File: src/rtl/ata_regcycle_engine.sv
module ata_regcycle_engine #(
  parameter int DW = 16,
  parameter int TW = 4,
  parameter int CW = 8
) (
  input  logic          clk,
  input  logic          rst_n,
  input  logic          req,
  input  logic          req_write,
  input  logic          req_burst,
  input  logic [4:0]    req_sel,
  input  logic [DW-1:0] req_wdata,
  input  logic [CW-1:0] req_words,
  input  logic [TW-1:0] t_setup,
  input  logic [TW-1:0] t_active,
  input  logic [TW-1:0] t_recover,
  output logic          busy,
  output logic          ack,
  output logic          ack_err,
  output logic [DW-1:0] rd_data,
  output logic          rd_valid,
  output logic          dev_cs0_n,
  output logic          dev_cs1_n,
  output logic [2:0]    dev_addr,
  output logic          dev_rd_n,
  output logic          dev_wr_n,
  output logic [DW-1:0] dev_dout,
  output logic          dev_doe,
  input  logic [DW-1:0] dev_din
);

  typedef enum logic [1:0] {S_IDLE, S_SETUP, S_STROBE, S_RECOV} st_t;

  localparam logic [4:0] DATA_SEL = 5'b01000;

  st_t           st;
  logic [TW-1:0] cnt, ta_q, tr_q;
  logic [CW-1:0] left;
  logic [4:0]    sel_q;
  logic          wr_q;
  logic [DW-1:0] wdata_q;
  logic          hold_bus, strobe;

  function automatic logic sel_ok(input logic [4:0] s);
    case (s[4:3])
      2'b01:   return 1'b1;
      2'b10:   return s[2:1] == 2'b11;
      default: return 1'b0;
    endcase
  endfunction

  function automatic logic [TW-1:0] last_of(input logic [TW-1:0] t);
    return (t == '0) ? '0 : t - 1'b1;
  endfunction

  assign busy     = st != S_IDLE;
  assign strobe   = st == S_STROBE;
  assign hold_bus = st == S_SETUP || strobe || (st == S_RECOV && left > 1);

  assign dev_cs0_n = ~(hold_bus & sel_q[3]);
  assign dev_cs1_n = ~(hold_bus & sel_q[4]);
  assign dev_addr  = hold_bus ? sel_q[2:0] : 3'b000;
  assign dev_rd_n  = ~(strobe & ~wr_q);
  assign dev_wr_n  = ~(strobe & wr_q);
  assign dev_doe   = busy & wr_q;
  assign dev_dout  = dev_doe ? wdata_q : '0;

  always_ff @(posedge clk or negedge rst_n) begin
    if (!rst_n) begin
      st       <= S_IDLE;
      cnt      <= '0;
      ta_q     <= '0;
      tr_q     <= '0;
      left     <= '0;
      sel_q    <= '0;
      wr_q     <= 1'b0;
      wdata_q  <= '0;
      ack      <= 1'b0;
      ack_err  <= 1'b0;
      rd_data  <= '0;
      rd_valid <= 1'b0;
    end else begin
      ack      <= 1'b0;
      ack_err  <= 1'b0;
      rd_valid <= 1'b0;
      case (st)
        S_IDLE: if (req) begin
          if (!req_burst && !sel_ok(req_sel)) begin
            ack     <= 1'b1;
            ack_err <= 1'b1;
          end else begin
            sel_q   <= req_burst ? DATA_SEL : req_sel;
            wr_q    <= req_write & ~req_burst;
            wdata_q <= req_wdata;
            ta_q    <= t_active;
            tr_q    <= t_recover;
            left    <= (req_burst && req_words != '0) ? req_words : CW'(1);
            cnt     <= last_of(t_setup);
            st      <= S_SETUP;
          end
        end
        S_SETUP:
          if (cnt == '0) begin
            cnt <= last_of(ta_q);
            st  <= S_STROBE;
          end else cnt <= cnt - 1'b1;
        S_STROBE:
          if (cnt == '0) begin
            if (!wr_q) begin
              rd_data  <= dev_din;
              rd_valid <= 1'b1;
            end
            cnt <= last_of(tr_q);
            st  <= S_RECOV;
          end else cnt <= cnt - 1'b1;
        S_RECOV:
          if (cnt == '0) begin
            if (left > 1) begin
              left <= left - 1'b1;
              cnt  <= last_of(ta_q);
              st   <= S_STROBE;
            end else begin
              ack <= 1'b1;
              st  <= S_IDLE;
            end
          end else cnt <= cnt - 1'b1;
        default: st <= S_IDLE;
      endcase
    end
  end

  p_strobe_excl_r4: assert property (@(posedge clk) disable iff (!rst_n)
    !(!dev_rd_n && !dev_wr_n));

  p_strobe_has_cs_r1: assert property (@(posedge clk) disable iff (!rst_n)
    (!dev_rd_n || !dev_wr_n) |-> (dev_cs0_n != dev_cs1_n));

  p_sel_stable_r8: assert property (@(posedge clk) disable iff (!rst_n)
    (!dev_rd_n && $past(!dev_rd_n)) |-> ($stable(dev_addr) && $stable(dev_cs0_n) && $stable(dev_cs1_n)));

  p_no_drive_on_read_r7: assert property (@(posedge clk) disable iff (!rst_n)
    !dev_rd_n |-> !dev_doe);

  p_ack_pulse_r5: assert property (@(posedge clk) disable iff (!rst_n)
    ack |=> !ack);

  p_ack_released_r5: assert property (@(posedge clk) disable iff (!rst_n)
    ack |-> (dev_cs0_n && dev_cs1_n && dev_rd_n && dev_wr_n && dev_addr == 3'b000));

  p_err_quiet_r2: assert property (@(posedge clk) disable iff (!rst_n)
    ack_err |-> (ack && !busy));

  p_valid_pulse_r6: assert property (@(posedge clk) disable iff (!rst_n)
    rd_valid |-> $rose(dev_rd_n));

endmodule

File: config.mk
export PLATFORM = sky130hd
export DESIGN_NAME = ata_regcycle_engine
export DESIGN_NICKNAME = d
export VERILOG_FILES = /design/src/rtl/ata_regcycle_engine.sv
export SDC_FILE = /design/constraint.sdc
export NUM_CORES = 1
export LEC_CHECK = 0
export ABC_CLOCK_PERIOD_IN_PS = 2000
export BUFFER_PORTS_ARGS = -buffer_cell sky130_fd_sc_hd__buf_4
export CORE_ASPECT_RATIO = 0.8
export CORE_MARGIN = 5
export CORE_UTILIZATION = 35
export CTS_CLUSTER_SIZE = 8
export DETAILED_ROUTE_END_ITERATION = 8
export GPL_TIMING_DRIVEN = 0
export PLACE_DENSITY_LB_ADDON = 0.05
export SYNTH_ARGS = -nofsm -noshare
export SYNTH_HDL_FRONTEND = slang
export SYNTH_SLANG_ARGS = --single-unit
File: constraint.sdc
create_clock -name clk -period 2 [get_ports clk]
set_input_delay 0.1 -clock clk [delete_from_list [all_inputs] [get_ports clk]]
set_output_delay 0.1 -clock clk [all_outputs]
set_load 0.03 [all_outputs]
Word-level counts from Yosys, hierarchy flattened
Cells that the tools add are included.
Word-level totals
  input bits: 62
  logic and storage cells: 102
  flip-flop bits (word level): 63
Cells by class
  reduce and logical (&&, ||, !) cells: 20
  equality and inequality tests: 13
  order comparisons: 1
  bitwise logic cells: 13
  add/sub/neg operators: 5
  muxes and demuxes: 38
Operators by type and width (number)
  $mux 8: 5
  $mux 4: 9
  $logic_not 4->1: 4
  $mux 16: 1
  $pmux 4 s4: 1
  $pmux 8 s2: 1
  $sub 4x1->4 const B: 4
  $mux 2: 6
  $mux 1: 10
  $reduce_and 5->1: 2
  $reduce_and 3->1: 3
  $eq 2x2->1 const B: 4
  $gt 8x1->1 const B: 1
  $ne 2x1->1 const B: 4
  $pmux 2 s4: 1
  $reduce_bool 8->1: 1
  $sub 8x1->8 const B: 1
  $not 1->1: 7
  $and 1x1->1: 6
  $mux 5: 1
  $eq 2x1->1 const B: 2
  $ne 2x2->1 const B: 2
  $pmux 1 s2: 2
  $reduce_bool 2->1: 2
  other kinds (6): 10

Longest topological paths before layout
  word-level depth: 9
  depth in mapped cells: 9
  depth with buffers taken out: 7

Least setup slack after synthesis
No wires, ideal clock.
  kind: reg-to-reg
  start point: reg cnt[0]
  end point: reg rd_data[0]
  data arrival time: 1.749 ns
  slack: 0.126 ns
  stages on the path, launching flop included: 8
  buffers on the path: 1
  period minus slack after synthesis: 1.874 ns
  setup time: 0.125 ns
  path through: dfrtp_1 > inv_1 > ha_1 > nor3b_1 > nand2_1 > nor2_4 > buf_6 > mux2_2
On the way
  word-level cells in the longest chain between the ends: 2
Ends and longest elaborated chain
  start: declaration: RTL line 37  | logic [TW-1:0] cnt, ta_q, tr_q;
  start signal: assignment: RTL line 98  | cnt <= last_of(t_setup);
  start signal: assignment: RTL line 104  | cnt <= last_of(ta_q);
  start signal: assignment: RTL line 106  | end else cnt <= cnt - 1'b1;
  $logic_not 4->1: RTL line 108  | if (cnt == '0) begin
  $reduce_and 3->1 (no source line)
  end signal: assignment: RTL line 110  | rd_data <= dev_din;
  end: declaration: RTL line 20  | output logic [DW-1:0] rd_data,
Every way passes these cells.
A chain may end at the register's enable or synchronous reset.

Worst setup path after layout
  start point: reg left[1]
  end point: reg left[6]
On the way
  word-level cells in the longest chain between the ends: 4
  elaborated cells on any way between the ends: 7
  those cells by class: add/sub: 1; order compare: 1; eq/ne: 1; mux: 3; reduce/logical: 1
Ends and longest elaborated chain
  start: declaration: RTL line 38  | logic [CW-1:0] left;
  start signal: assignment: RTL line 97  | left <= (req_burst && req_words != '0) ? req_words : CW'(1);
  start signal: assignment: RTL line 119  | left <= left - 1'b1;
  $sub 8x1->8: RTL line 119
  $mux 8: RTL line 118  | if (left > 1) begin
  $mux 8: RTL line 117  | if (cnt == '0) begin
  $pmux 8 s2: RTL line 86  | case (st)
Parallel ways exist; a longest one is shown, timed or not. The select of a mux whose other input is x is not followed.

==> results.md <==
* Vias in the first global route at 3220
* Clock transition at the registers of the reported paths at 0.06 ns
* Number of H-tree levels at 3
* Flops & latches, synth at 63
* Ports at 106
* Fmax at 521 MHz
* Synth Flop Type: dfrtp_1
* Setup CP Type: reg2reg
* Outcome: finished, final reports clean
* CP bufs+invs at 2
* Final Hold Fails at 0
* Via-per-instance ratio at 4.99
* First drt pass iteration count at 4
* Remaining global-route overflow at 0
* Worst path max stage delay at 0.39 ns
* Global-route wire length before repair at 16.5 mm
* Die W at 120 µm
* Worst Path Max Fanout at 4
* Largest net degree at the start of global routing at 64
* Worst setup EP type: register
* Critical path arrival at 2.12 ns
* Worst-Margin Slew at 0.841 ns
* IO buf count at 105
* EDFF count, synth at 0
* Row count at 32
* Mapped Area at 3380 µm²
* Final setup violation count at 0
* CP dominant cell by count: or3_4
* ANT nets after route at 0
* Total wire length at 9.78 mm
* Largest family of logic cells by synthesized area: simple AND/OR/NAND/NOR gates
* Max-slew violations at 0
* Warning count from the yosys run at 0
* Hold Slack at 0.0110 ns
* Clock root buffer: clkbuf_16
* Routability congestion estimate at 0.833
* Post-DP HPWL at 6.93 mm
* Crit path time final at 1.92 ns
* RSZ-0062 raised after global routing: yes
* Maximum VDD drop at 0.737 mV
* Xor and xnor area share after synthesis at 0%
* Skew final at 0.00346 ns
* Syn Inst Count at 329
* Async set-or-reset flop fraction in the synthesized netlist at 100%
* Initial antenna violation count at 0
* Seq/Total Area, Yosys at 46.7%
* Simple-gate portion of the synthesized area at 17.7%
* Syn nets at 405
* CTS tree: yes
* Area Growth Syn to Fin at 53.2%
* Clk_lat worst skew at 0.33 ns
* Pleak at 2.42 nW
* Syn_area_per_cell at 10.3 µm²
* Final cell area excluding filler cells at 5170 µm²
* Drt drc at 0
* Wire length per cell at 15.9 µm
* PD cells at 1610 nW/µm²
* Layout cell share with drive strength beyond 1 at 38.9%
* Clock sink count at 63
* Total GRT Usage at 17.7%
* Via count at 3071
* Clock Path Buffers at 2
* Die Area at 11700 µm²
* Unique masters post-synth at 48
* Worst hold path type: in2reg
* Critical Path Source Type: register
* DRT iter0 DRCs at 163
* Placed cell areas at 4310 µm²
* Worst path slowest cell: dfrtp_1
* Post-Synth Adder-Cell Area at 5.19%
* Final setup TNS at 0 ns
* Final period util at 96.0%
* Inserted Diodes at 0
* CP Cell Sequence: inv_2, ha_4, inv_1, or3_4, or3_4, a222oi_1, o41ai_1
* Chip height at 97.9 µm
* Maxcap violations at 0
* Initial Utilization at 35.4%
* Compound-Gate Fraction of Synth Area at 13.0%
* Nets at 567
* Delay-heaviest family, CP: simple AND/OR/NAND/NOR gates
* Critical Path RT at 2.20 ns
* CTS Buf Count at 9
* Mux cell area share after synthesis at 12.6%
* Core Area at 9530 µm²
* Max_slew headroom at 43.9%
worst paths after layout:
kind	from	endpoint	slack (ns)	depth (start not counted)
max reg2reg	left[1]	left[6]	0.08	7
min reg2reg	wdata_q[5]	wdata_q[5]	0.50	1
min	req_wdata[7]	wdata_q[7]	0.01	2
min in group asynchronous	rst_n	ta_q[0]	0.40	2
max in group asynchronous	rst_n	left[3]	1.02	2
max	left[1]	left[6]	0.08	7
layout make-up:
class	instances	area [µm²]
multi-input combinational	228	1740
tap	119	149
clock buffer	11	243
buffer	13	81.3
sequential	63	1580
fill	880	4360
inverter	25	93.8
clock inverter	5	57.6
timing repair buffer	151	1240
registers in the layout, indices dropped and copies added (netlist names), 2 cells and up:
| register | cells |
|---|---|
| rd_data | 16 |
| wdata_q | 16 |
| left | 8 |
| sel_q | 5 |
| cnt | 4 |
| ta_q | 4 |
| tr_q | 4 |
| st | 2 |
timing repair:
| action | in CTS | in global routing |
|---|---|---|
| resized for setup | 11 | 20 |
| endpoints found under the setup margin | 41 | 46 |
| hold endpoints to repair | 102 | 1 |
| pin swaps | 1 | 4 |
| hold buffers | 40 | 1 |
| setup buffers | 3 | 2 |
per-stage QoR:
step | cells | setup slack, ns | util (%) | total power (W)
finish | 615 | 0.0794 | 54.3 | 0.00831
detailed placement | 553 | -0.203 | 45.3 | 0.00636
global route | 615 | -0.0298 | 54.3 | 0.00894
global placement | 553 | -0.160 | 45.3 | 0.00630
CTS | 612 | -0.000351 | 53.2 | 0.00817
floorplan | 329 | 0.126 | - | 0.00500
cell families (layout without fill, tap and decap cells):
kind of cell,after synthesis,after routing
and+or+nand+nor,111,111
AOI/OAI and AO/OA,65,65
DFF,63,63
muxes,38,38
buffers and inverters,38,205
adders and majority gates,14,14
cell usage after synthesis (3+ instances only):
master / n / area [µm²]
a211oi_1: 4 / 30.0
a21oi_1: 12 / 60.1
a31oi_1: 7 / 43.8
and3_1: 19 / 119
buf_2: 4 / 20.0
clkbuf_1: 7 / 26.3
dfrtp_1: 63 / 1580
ha_1: 14 / 175
inv_1: 25 / 93.8
mux2_2: 36 / 405
nand2_1: 23 / 86.3
nand2b_1: 4 / 25.0
nand3_1: 10 / 50.1
nand3b_1: 5 / 37.5
nor2_1: 21 / 78.8
nor2b_1: 6 / 37.5
nor3_1: 6 / 30.0
nor4_1: 3 / 18.8
o21ai_0: 17 / 85.1
o21bai_1: 3 / 22.5
o31ai_1: 3 / 22.5
o32ai_1: 3 / 26.3
routing by layer:
layer	global-route usage, %	wire length [µm]	vias to the layer above	share of wire [%]
met3	8.22	946	9	9.7
li1	-	-	1503	-
met2	27.2	4460	99	46
met1	22.3	4260	1460	44
met5	0	0	-	0
met4	5.46	115	0	1.2
where the power goes:
part           internal (W)  switching (W)  total [W]  leakage [nW]
Combinational       0.00191        0.00245    0.00436          1.52
Clock              0.000996       0.000588    0.00158         0.138
Sequential          0.00190       0.000466    0.00237         0.770
Total               0.00481        0.00350    0.00831          2.42
layout by cell type (no fill, tap or decap), types with 4 or more instances in the layout:
cell           count
nand2b_1           4
nand2_1           22
nor2_1            20
o21ai_0           17
a211oi_1           4
dfrtp_1           63
a21oi_1           11
dlygate4sd3_1     41
nand3b_1           5
mux2_2            36
a31oi_1            6
inv_1             21
and3_1            19
nor2b_1            6
nor3_1             4
nand3_1            8
buf_4            113
clkbuf_1           6
inv_2              4
clkbuf_16          9
ha_1              12
No activity file was read; power rests on OpenSTA's default activity.
